### src/rtl/cgms_pkg.sv
// Shared types for the line data inserter.
// Assumes: a 6-bit header and an 8-bit payload form the 14-bit word.
package cgms_pkg;
    localparam int HDR_W  = 6;
    localparam int PAY_W  = 8;
    localparam int WORD_W = HDR_W + PAY_W;

    typedef enum logic [1:0] {
        REG_HDR = 2'd0,
        REG_PAY = 2'd1,
        REG_CTL = 2'd2
    } reg_addr_e;

    typedef struct packed {
        logic [HDR_W-1:0] hdr;
        logic [PAY_W-1:0] pay;
        logic             en;
    } cgms_cfg_t;
endpackage

### src/rtl/cgms_line_ctr.sv
// Line counter: a frame pulse makes the next line number 1, and each
// line pulse adds one. Flags the insertion line.
// Assumes: vsync and hsync are single-cycle pulses; vsync wins a tie.
module cgms_line_ctr #(
    parameter int LINE_W   = 10,
    parameter int INS_LINE = 41
) (
    input  logic clk,
    input  logic rst_n,
    input  logic vsync_i,
    input  logic hsync_i,
    output logic line_start_o,
    output logic ins_line_o
);
    localparam logic [LINE_W-1:0] LINE_MAX = {LINE_W{1'b1}};
    localparam logic [LINE_W-1:0] LINE_INS = LINE_W'(INS_LINE);

    logic [LINE_W-1:0] cnt_q;

    // Track the current line number; saturate on very long frames
    always_ff @(posedge clk) begin
        if (!rst_n)
            cnt_q <= '0;
        else if (vsync_i)
            cnt_q <= LINE_W'(1);
        else if (hsync_i && cnt_q != LINE_MAX)
            cnt_q <= cnt_q + LINE_W'(1);
    end

    assign line_start_o = vsync_i | hsync_i;
    assign ins_line_o   = (cnt_q == LINE_INS);

    AST_VSYNC_RESTART: assert property (@(posedge clk) disable iff (!rst_n)
        vsync_i |=> cnt_q == LINE_W'(1));
    AST_HSYNC_STEP: assert property (@(posedge clk) disable iff (!rst_n)
        (hsync_i && !vsync_i && cnt_q != LINE_MAX) |=> cnt_q == $past(cnt_q) + LINE_W'(1));
endmodule

### src/rtl/cgms_regs.sv
// Host registers: shadow fields, a staged snapshot taken at a control
// write, and the working copy used by the serializer.
// Assumes: one write per cycle; the working copy must not change while
// the insertion line is being sent.
module cgms_regs
    import cgms_pkg::*;
(
    input  logic       clk,
    input  logic       rst_n,
    input  logic       wr_en_i,
    input  logic [1:0] wr_addr_i,
    input  logic [7:0] wr_data_i,
    input  logic       line_start_i,
    input  logic       ins_line_i,
    output cgms_cfg_t  work_o
);
    logic [HDR_W-1:0] shd_hdr_q;
    logic [PAY_W-1:0] shd_pay_q;
    cgms_cfg_t        stage_q;
    cgms_cfg_t        work_q;
    logic             pend_q;
    logic             apply;
    logic             ctl_wr;
    logic             unused_hi;

    assign unused_hi = ^wr_data_i[7:HDR_W];
    assign ctl_wr    = wr_en_i && (wr_addr_i == REG_CTL);
    assign apply     = pend_q && (!ins_line_i || line_start_i);

    // Capture field writes in the shadow registers
    always_ff @(posedge clk) begin
        if (!rst_n) begin
            shd_hdr_q <= '0;
            shd_pay_q <= '0;
        end else if (wr_en_i && wr_addr_i == REG_HDR) begin
            shd_hdr_q <= wr_data_i[HDR_W-1:0];
        end else if (wr_en_i && wr_addr_i == REG_PAY) begin
            shd_pay_q <= wr_data_i[PAY_W-1:0];
        end
    end

    // Snapshot the shadow fields on a control write and mark it pending
    always_ff @(posedge clk) begin
        if (!rst_n) begin
            stage_q <= '0;
            pend_q  <= 1'b0;
        end else if (ctl_wr) begin
            stage_q <= '{hdr: shd_hdr_q, pay: shd_pay_q, en: wr_data_i[0]};
            pend_q  <= 1'b1;
        end else if (apply) begin
            pend_q  <= 1'b0;
        end
    end

    // Move the pending snapshot to the working copy outside the insertion line
    always_ff @(posedge clk) begin
        if (!rst_n)
            work_q <= '0;
        else if (apply)
            work_q <= stage_q;
    end

    assign work_o = work_q;

    AST_MIDLINE_HOLD: assert property (@(posedge clk) disable iff (!rst_n)
        (ins_line_i && !line_start_i) |=> $stable(work_q));
    AST_FIELD_WRITE_QUIET: assert property (@(posedge clk) disable iff (!rst_n)
        (wr_en_i && wr_addr_i != REG_CTL && !pend_q) |=> $stable(work_q));
endmodule

### src/rtl/cgms_bit_timer.sv
// Bit timer: waits a start offset after each line start, then steps
// through the word from the top bit down, one bit per bit period.
// Assumes: START_OFS and BIT_CLKS are at least 1; mode is steady within a line.
module cgms_bit_timer
    import cgms_pkg::*;
#(
    parameter int BIT_CLKS  = 4,
    parameter int START_OFS = 8
) (
    input  logic              clk,
    input  logic              rst_n,
    input  logic              line_start_i,
    input  logic              mode_2x_i,
    input  logic [WORD_W-1:0] word_i,
    output logic              bit_o
);
    localparam int MAXV  = 2 * ((START_OFS > BIT_CLKS) ? START_OFS : BIT_CLKS);
    localparam int CW    = $clog2(MAXV + 1);
    localparam int IDX_W = $clog2(WORD_W);
    localparam logic [IDX_W-1:0] LAST = IDX_W'(WORD_W - 1);

    typedef enum logic [1:0] {T_WAIT, T_SEND, T_DONE} tstate_e;

    tstate_e          state_q;
    logic [CW-1:0]    cnt_q;
    logic [IDX_W-1:0] idx_q;
    logic [CW-1:0]    ofs_eff;
    logic [CW-1:0]    bc_eff;

    assign ofs_eff = mode_2x_i ? CW'(2 * START_OFS) : CW'(START_OFS);
    assign bc_eff  = mode_2x_i ? CW'(2 * BIT_CLKS)  : CW'(BIT_CLKS);

    // Sequence the offset wait, the bit periods and the idle tail of a line
    always_ff @(posedge clk) begin
        if (!rst_n) begin
            state_q <= T_DONE;
            cnt_q   <= '0;
            idx_q   <= '0;
        end else if (line_start_i) begin
            state_q <= T_WAIT;
            cnt_q   <= '0;
            idx_q   <= '0;
        end else begin
            case (state_q)
                T_WAIT: begin
                    if (cnt_q == ofs_eff - CW'(1)) begin
                        state_q <= T_SEND;
                        cnt_q   <= '0;
                    end else begin
                        cnt_q <= cnt_q + CW'(1);
                    end
                end
                T_SEND: begin
                    if (cnt_q == bc_eff - CW'(1)) begin
                        cnt_q <= '0;
                        if (idx_q == LAST)
                            state_q <= T_DONE;
                        else
                            idx_q <= idx_q + IDX_W'(1);
                    end else begin
                        cnt_q <= cnt_q + CW'(1);
                    end
                end
                default: state_q <= T_DONE;
            endcase
        end
    end

    assign bit_o = (state_q == T_SEND) && word_i[LAST - idx_q];

    AST_BIT_HOLD: assert property (@(posedge clk) disable iff (!rst_n)
        (state_q == T_SEND && !line_start_i && cnt_q != bc_eff - CW'(1)) |=> $stable(idx_q));
    AST_IDX_RANGE: assert property (@(posedge clk) disable iff (!rst_n)
        (state_q == T_SEND) |-> idx_q <= LAST);
endmodule

### src/rtl/cgms_inserter.sv
// Top level: ties the line counter, the host registers and the bit timer
// together, and switches the video output to the data levels on the
// insertion line while insertion is enabled.
// Assumes: video_i is valid every cycle; the output is combinational.
module cgms_inserter
    import cgms_pkg::*;
#(
    parameter int               DATA_W    = 10,
    parameter int               LINE_W    = 10,
    parameter int               INS_LINE  = 41,
    parameter int               BIT_CLKS  = 4,
    parameter int               START_OFS = 8,
    parameter logic [DATA_W-1:0] LVL_LO   = DATA_W'(64),
    parameter logic [DATA_W-1:0] LVL_HI   = DATA_W'(700)
) (
    input  logic              clk,
    input  logic              rst_n,
    input  logic              wr_en_i,
    input  logic [1:0]        wr_addr_i,
    input  logic [7:0]        wr_data_i,
    input  logic              mode_2x_i,
    input  logic              vsync_i,
    input  logic              hsync_i,
    input  logic [DATA_W-1:0] video_i,
    output logic [DATA_W-1:0] video_o,
    output logic              ins_active_o
);
    logic      line_start;
    logic      ins_line;
    cgms_cfg_t work;
    logic      tx_bit;

    cgms_line_ctr #(.LINE_W(LINE_W), .INS_LINE(INS_LINE)) i_line_ctr (
        .clk          (clk),
        .rst_n        (rst_n),
        .vsync_i      (vsync_i),
        .hsync_i      (hsync_i),
        .line_start_o (line_start),
        .ins_line_o   (ins_line)
    );

    cgms_regs i_regs (
        .clk          (clk),
        .rst_n        (rst_n),
        .wr_en_i      (wr_en_i),
        .wr_addr_i    (wr_addr_i),
        .wr_data_i    (wr_data_i),
        .line_start_i (line_start),
        .ins_line_i   (ins_line),
        .work_o       (work)
    );

    cgms_bit_timer #(.BIT_CLKS(BIT_CLKS), .START_OFS(START_OFS)) i_bit_timer (
        .clk          (clk),
        .rst_n        (rst_n),
        .line_start_i (line_start),
        .mode_2x_i    (mode_2x_i),
        .word_i       ({work.hdr, work.pay}),
        .bit_o        (tx_bit)
    );

    // Select data levels on the active insertion line, video elsewhere
    always_comb begin
        ins_active_o = ins_line && work.en;
        if (ins_active_o)
            video_o = tx_bit ? LVL_HI : LVL_LO;
        else
            video_o = video_i;
    end

    AST_LEVEL_ONLY: assert property (@(posedge clk) disable iff (!rst_n)
        ins_active_o |-> (video_o == LVL_HI || video_o == LVL_LO));
    AST_OFF_WHEN_DISABLED: assert property (@(posedge clk) disable iff (!rst_n)
        !work.en |-> !ins_active_o);
endmodule

### config.mk
export PLATFORM = sky130hd
export DESIGN_NAME = cgms_inserter
export DESIGN_NICKNAME = d
export VERILOG_FILES = /design/src/rtl/cgms_pkg.sv /design/src/rtl/cgms_line_ctr.sv /design/src/rtl/cgms_regs.sv /design/src/rtl/cgms_bit_timer.sv /design/src/rtl/cgms_inserter.sv
export SDC_FILE = /design/constraint.sdc
export NUM_CORES = 1
export LEC_CHECK = 0
export BUFFER_PORTS_ARGS = -buffer_cell sky130_fd_sc_hd__buf_4
export CAP_MARGIN = 5
export CORE_MARGIN = 2
export CORE_UTILIZATION = 50
export DETAILED_ROUTE_END_ITERATION = 10
export PLACE_DENSITY = 0.76
export REMOVE_ABC_BUFFERS = 1
export SLEW_MARGIN = 30
export SYNTH_ARGS = -nofsm -noshare
export SYNTH_HDL_FRONTEND = slang
export SYNTH_SLANG_ARGS = --single-unit
### constraint.sdc
create_clock -name clk -period 1.86 [get_ports clk]
set_input_delay 0.093 -clock clk [delete_from_list [all_inputs] [get_ports clk]]
set_output_delay 0.093 -clock clk [all_outputs]
set_load 0.1 [all_outputs]
=== Word-level counts from Yosys, hierarchy flattened ===
Index checks and enable logic that the tools add are counted.

* Magnitude comparators: 1
* Add/sub/neg operators: 6
* Bitwise logic cells: 4
* Reductions and logical operators: 20
* Eq/ne operators: 14
* Muxes and demuxes: 18

{| class="wikitable"
|+ Operators with widths
! kind !! number
|-
| $mux W10 || 2
|-
| $mux W5 || 3
|-
| $add A10 B1 Y10 const B || 1
|-
| $eq A10 B6 Y1 const B || 1
|-
| $eq A5 B5 Y1 || 2
|-
| $ne A10 B10 Y1 const B || 1
|-
| $pmux W5 S2 || 1
|-
| $sub A5 B1 Y5 const B || 2
|-
| $ne A3 B2 Y1 const B || 3
|-
| $reduce_and A3 Y1 || 3
|-
| $mux W2 || 4
|-
| $logic_and A1 B1 Y1 || 7
|-
| $ne A2 B1 Y1 const B || 3
|-
| $reduce_bool A2 Y1 || 3
|-
| $add A5 B1 Y5 const B || 1
|-
| $lt A4 B5 Y1 const B || 1
|-
| $mux W1 || 5
|-
| $add A4 B1 Y4 const B || 1
|-
| $bmux W1 S4 || 1
|-
| $eq A2 B1 Y1 const B || 2
|-
| $eq A4 B4 Y1 const B || 1
|-
| $logic_not A2 Y1 || 2
|-
| $mux W4 || 1
|-
| $pmux W2 S2 || 1
|-
| 8 further kinds || 11
|}

* Word-level logic and storage cells: 78
* Register bits: 66
* Input bits: 26
* Output and inout bits: 11

=== Logic depth before layout (Yosys ltp) ===
* Word-level depth: 6
* Depth in mapped cells: 8
* Gate-level depth less buffers: 6

=== Cells and area by module ===
From an unflattened synthesis, not the netlist that was laid out.

* Cells, all modules: 354
* Area total of the unflattened synthesis: 3120.5 µm²

{| class="wikitable"
|+ By module, submodules not included
! module !! area an instance (µm²) !! cells an instance !! instances
|-
| cgms_regs || 1697.9 || 192 || 1
|-
| cgms_bit_timer || 773.2 || 85 || 1
|-
| cgms_line_ctr || 535.5 || 61 || 1
|-
| cgms_inserter || 113.9 || 16 || 1
|}

=== Worst setup path before layout ===
Ideal clock, no wire load.

* Path kind: flip-flop to output port
* Start: reg i_line_ctr.cnt_q[2]
* End: out video_o[6]
* Required time: 1767 ps
* Arrival: 2405 ps
* Slack: -638 ps
* Cell stages (with the launch flop): 5
* Path through: dfxtp_1 > clkbuf_1 > nor4b_1 > and3_1 > o21a_1

* Cells in the longest elaborated chain, start to end: 3

{| class="wikitable"
|+ Ends and longest elaborated chain
! what !! line !! source
|-
| from (decl) || cgms_line_ctr.sv:18 || <nowiki>logic [LINE_W-1:0] cnt_q;</nowiki>
|-
| from (signal assigned) || cgms_line_ctr.sv:27 || <nowiki>cnt_q <= cnt_q + LINE_W'(1);</nowiki>
|-
| $eq A10 B6 Y1 || cgms_line_ctr.sv:31 || <nowiki>assign ins_line_o = (cnt_q == LINE_INS);</nowiki>
|-
| $logic_and A1 B1 Y1 || cgms_inserter.sv:64 || <nowiki>ins_active_o = ins_line && work.en;</nowiki>
|-
| named net ins_active_o || cgms_inserter.sv:26 || <nowiki>output logic ins_active_o</nowiki>
|-
| $mux W10 || cgms_inserter.sv:65 || <nowiki>if (ins_active_o)</nowiki>
|-
| to (decl) || cgms_inserter.sv:25 || <nowiki>output logic [DATA_W-1:0] video_o,</nowiki>
|}

The timed path passes the listed nets, and every way through them passes these cells.

=== Worst setup path after layout ===
* Start: reg i_bit_timer.idx_q[0]
* End: out video_o[3]

* Cells in the longest elaborated chain, start to end: 6

{| class="wikitable"
|+ Ends and longest elaborated chain
! what !! line !! source
|-
| from (decl) || cgms_bit_timer.sv:26 || <nowiki>logic [IDX_W-1:0] idx_q;</nowiki>
|-
| from (signal assigned) || cgms_bit_timer.sv:59 || <nowiki>idx_q <= idx_q + IDX_W'(1);</nowiki>
|-
| $sub A4 B4 Y4 || cgms_bit_timer.sv:69 || <nowiki>assign bit_o = (state_q == T_SEND) && word_i[LAST - idx_q];</nowiki>
|-
| $bmux W1 S4 || cgms_bit_timer.sv:69 ||
|-
| $mux W1 (not written as such) || cgms_bit_timer.sv:69 ||
|-
| $logic_and A1 B1 Y1 || cgms_bit_timer.sv:69 ||
|-
| $mux W10 || cgms_inserter.sv:66 || <nowiki>video_o = tx_bit ? LVL_HI : LVL_LO;</nowiki>
|-
| $mux W10 || cgms_inserter.sv:65 ||
|}

No other way between the ends. The select of a mux whose other input is x is not followed.

==> results summary <==
Among all flip-flop cells after synthesis, the most frequent one is sky130_fd_sc_hd__dfxtp_1. The startpoint identified for the worst hold timing path is hsync_i. The final worst setup slack came out at -414 ps. The wire length of the first global-routing pass is roughly 11000 um. The sink count of the clock tree came out at between 60 and 70.

At the end of the flow, the number of nets in the layout was ~440. The placeable core region is slightly below 6000 um^2. The number of distinct library cell variants in the gate-level netlist after synthesis came out at a little under 50. By area the synthesized netlist is led by sky130_fd_sc_hd__dfxtp_1 (43%), sky130_fd_sc_hd__mux2i_1 (6.4%), sky130_fd_sc_hd__nand2_1 (6.0%), sky130_fd_sc_hd__a21oi_1 (5.2%), sky130_fd_sc_hd__nand3_1 (3.4%). The number of synthesis warnings came out at 0. Across all layers, the routed design uses ~2700 vias. The number of cells on the worst reg-to-reg path is 5. The internal power of the cells totals between 2 and 2.5 mW.

The final wirelength came out at around 6700 um. The global placement routability congestion came out at 0.843. The critical path required time came out at 1770 ps. After synthesis, the share of flip-flops with an asynchronous set or reset is 0%. The end of the worst hold path is i_bit_timer.state_q[1]. The switching power share of the total is between 20% and 30%.

The share of the clock period used by the worst path came out at 122%. The clock slew at the register clock pins of the worst setup and hold paths is ~70 ps. The area after detailed placement came out at 3490 um^2. The average instance area after synthesis came out at approximately 8.6 um^2. In this run the cell area of the synthesized design comes to ~3100 um^2. Pin placement for this block handled 37 I/O pins. Across the run, the number of max-cap violations was 0. At the pin with the least slew margin, the transition time is roughly 700 ps.

The half-perimeter wire length of the detailed placement result is around 4300 um. The portion of the post-synthesis area used by sequential elements is 42.5%. The most crowded layer after global routing is met2.

The cell leakage power came out at ~1.6 nW. The worst setup path is of the flop to output port kind. The met2 track demand over resource is a little under a third. The first-pass iteration count of the detailed router is 4. The number of instances on the worst hold path is 2. The clock latency at the later pin of the worst-skew pair is 340 ps. The count of routing violations after the opening detailed-route iteration came out at 91. The number of antenna violations at the first check in global routing is 0. Per report_power, the clock group accounts for ~42% of the total. The via count of the first global-routing pass came out at around 2500. The worst setup path is launched from a flop. Using the TritonRoute via totals, the vias-per-cell ratio works out to about 5.5.

Derived from the worst setup path, the maximum achievable clock frequency is ~440 MHz. The fill cell total of the finished layout came out at approximately 500. The total buffers and inverters traversed by the critical path is 2. The run finished, with violations left. The proportion of layout cells with a drive suffix above 1 is 20.5%. In this run the critical register-to-register path is captured at i_bit_timer.idx_q[3]. Across all hold checks on the routed design, the worst slack comes to 14.4 ps. The relative slew slack came out at 52.7%. Counting the buffers created by CTS gives 9. The master of the slowest instance on the critical path is sky130_fd_sc_hd__mux4_2. The die outline area is just under 7000 um^2. The maximum fanout encountered on the critical timing path came out at 6.

For this run, global-route usage on met1 was measured as approximately 25%. The final-report hold violation count is 0. The number of max-slew violations in the final report is 0.

The switching power is ~0.7 mW. The detail route stage leaves a number of antenna-violating nets equal to 0. Global routing finished with a remaining overflow of 0.

For this run, the share of the core covered by cells in the final layout is 66.1%. The root buffer cell chosen for the clock tree is sky130_fd_sc_hd__clkbuf_8. The min-delay analysis places its worst path in the category input pin to flop. Setup violations remaining at the end of the flow were counted as 10. The startpoint identified for the worst register-to-register timing path is i_bit_timer.cnt_q[0]. Combinational logic burns 10.4% of the power.

The slack of the worst reg-to-reg path is around 180 ps. STA puts the critical path data arrival time at 2180 ps. The number of cell rows is 28. The kind of capture point of the worst setup path is an output port. The largest total area in the synthesized netlist belongs to sky130_fd_sc_hd__dfxtp_1.

The global routing usage summed across all routing layers is roughly 19%. The fraction of met3 tracks used by global routing came out at approximately 4.9%. The area overhead of the layout relative to synthesis is 26.6%.

The number of design rule violations left after detail routing is 0. VDD sags by at most 0.000510 V. Setup repair after global routing could not meet its margin everywhere. The register bit count reported by yosys came out at 66. The number of antenna diodes in the final layout is 0.

Grouping stages by cell kind, the critical path spends the most delay in multiplexers. The delay of the slowest critical-path stage came out at ~500 ps. The power per standard cell area is approximately 760 nW/um^2. The top cell type's share of synthesized area came out at between 40% and 50%. The pin count of the biggest net entering global routing is 46. The wire length per cell came out at 13.6 um. In this run, synthesis inferred 0 flip-flops with an integrated enable. The post-layout minimum cycle time is ~2300 ps. After technology mapping, the gate count stands at between 300 and 400.

The relative contribution of sequential cells to total power is between 40% and 50%. TritonCTS built the clock tree. Buffers placed on the I/O ports in this run total 36. The die height is a little over 80 um. The maximum clock path buffer count came out at 2. Once layout is done, the placed cells without fillers occupy between 3000 and 4000 um^2. The horizontal die dimension came out at between 80 and 90 um. The maximum clock skew at final layout came out at a little under 7 ps. The starting density of the core came out at between 50% and 60%.

The final reports fail on negative setup slack. The signal on the critical path passes through mux2_4 -> mux4_2 -> o221ai_4 -> buf_6 -> nand2_1 -> buf_8. The H-tree depth came out at 3.
-- cells by family after synthesis --
family,count (synthesis),share of synthesized area (%)
AND/OR/NAND/NOR,143,23.4
AO/OA/AOI/OAI,70,13.8
flip-flops,66,42.5
buffers and inverters,36,4.63
multiplexers,26,9.10
XOR/XNOR,13,3.66
adder cells (fa/ha/maj),7,2.82
-- state kept, by name, summed over array words and instances (netlist names), 2 cells and up --
name / flops
i_regs.shd_hdr_q: 6
i_bit_timer.cnt_q: 5
i_bit_timer.idx_q: 4
i_regs.shd_pay_q: 8
i_regs.stage_q: 15
i_bit_timer.state_q: 2
i_line_ctr.cnt_q: 10
i_regs.work_o: 15
-- worst reg2reg max path: stages (launching register included) --
cell and delay, ps:
sky130_fd_sc_hd__dfxtp_1 390, sky130_fd_sc_hd__ha_1 250, sky130_fd_sc_hd__and4bb_1 260, sky130_fd_sc_hd__and4b_1 230, sky130_fd_sc_hd__nand3_1 110, sky130_fd_sc_hd__mux2_1 330
-- layout by cell type (no fill, tap or decap), types with 5 or more instances in the layout --
cell type                        n
sky130_fd_sc_hd__xnor2_1         9
sky130_fd_sc_hd__buf_12          5
sky130_fd_sc_hd__o21ai_1        15
sky130_fd_sc_hd__mux2i_1        20
sky130_fd_sc_hd__clkbuf_8       12
sky130_fd_sc_hd__nor3_1          5
sky130_fd_sc_hd__buf_4          42
sky130_fd_sc_hd__a21oi_1        32
sky130_fd_sc_hd__nor2_1         28
sky130_fd_sc_hd__dlygate4sd3_1   9
sky130_fd_sc_hd__dfxtp_1        64
sky130_fd_sc_hd__nand3_1        21
sky130_fd_sc_hd__ha_1            7
sky130_fd_sc_hd__nand2_1        49
sky130_fd_sc_hd__and3_1          5
sky130_fd_sc_hd__inv_1          10
-- area by class of cell --
cell class	instances	area (um^2)	share of cell area, %
multi-input combinational	259	1660	42.3
sequential	66	1330	33.7
timing repair buffer	64	604	15.4
clock buffer	13	169	4.29
tap	75	93.8	2.39
inverter	11	41.3	1.05
clock inverter	2	35.0	0.891
-- timing repair --
| action | in CTS | in global routing |
|---|---|---|
| buffers inserted | 1 | 1 |
| pin swaps | 1 | 0 |
| cloned | 0 | 1 |
| resized for setup | 24 | 13 |
| hold buffers | 9 | 0 |
| endpoints found under the setup margin | 10 | 16 |
| hold endpoints to repair | 13 | 0 |
-- power groups by stage --
stage / logic [mW] / registers (mW) / clock network [mW]
floorplan: 0.164 / 1.48 / 0
global placement: 0.262 / 1.47 / 0
detailed placement: 0.266 / 1.47 / 0
CTS: 0.300 / 1.44 / 1.27
global route: 0.333 / 1.44 / 1.32
finish: 0.312 / 1.44 / 1.25
-- per-stage QoR --
step	total power [mW]	worst slack [ps]	TNS (ps)	instances
2_1_floorplan	1.64	-628	-3280	336
3_3_place_gp	1.74	-112	-734	463
3_5_place_dp	1.74	-181	-1200	463
4_1_cts	3.01	-406	-2780	488
5_1_grt	3.09	-518	-4030	490
6_report	3.00	-414	-3070	490
-- cell usage after synthesis, types with 2 or more instances --
cell type                  instances
sky130_fd_sc_hd__a211oi_1          4
sky130_fd_sc_hd__a21oi_1          32
sky130_fd_sc_hd__a311oi_1          4
sky130_fd_sc_hd__a31oi_1           4
sky130_fd_sc_hd__and2_1            5
sky130_fd_sc_hd__and3_1            5
sky130_fd_sc_hd__and4_1            4
sky130_fd_sc_hd__buf_1             3
sky130_fd_sc_hd__clkbuf_1         20
sky130_fd_sc_hd__dfxtp_1          66
sky130_fd_sc_hd__ha_1              7
sky130_fd_sc_hd__inv_1            10
sky130_fd_sc_hd__mux2_1            3
sky130_fd_sc_hd__mux2i_1          20
sky130_fd_sc_hd__nand2_1          50
sky130_fd_sc_hd__nand2b_1          3
sky130_fd_sc_hd__nand3_1          21
sky130_fd_sc_hd__nand3b_1          2
sky130_fd_sc_hd__nand4_1           3
sky130_fd_sc_hd__nand4b_1          4
sky130_fd_sc_hd__nor2_1           28
sky130_fd_sc_hd__nor2b_1           2
sky130_fd_sc_hd__nor3_1            5
sky130_fd_sc_hd__nor4b_1           3
sky130_fd_sc_hd__o21a_1            3
sky130_fd_sc_hd__o21ai_1          15
sky130_fd_sc_hd__o31ai_1           2
sky130_fd_sc_hd__xnor2_1           9
sky130_fd_sc_hd__xor2_1            4
-- layer usage --
layer  wire length (um)  vias to the layer above  share of wire (%)
li1                   -                     1364                  -
met3                267                       12                4.0
met2               3300                       62                 49
met4                101                        0                1.5
met1               3000                     1257                 45
met5                  0                        -                  0
-- worst max-delay path by stage --
| stage | startpoint | endpoint | slack [ps] | cells past startpoint |
|---|---|---|---|---|
| final | i_bit_timer.idx_q[0] | video_o[3] | -410 | 6 |
| after global routing | i_bit_timer.idx_q[0] | video_o[5] | -520 | 6 |
| after floorplan | i_line_ctr.cnt_q[0] | video_o[6] | -630 | 4 |
| after detailed placement | i_bit_timer.idx_q[0] | video_o[3] | -180 | 6 |
| after global placement | i_bit_timer.idx_q[0] | video_o[7] | -110 | 6 |
| after CTS | i_bit_timer.idx_q[0] | video_o[3] | -410 | 6 |
Note: power is estimated with default switching activity, not from simulation.
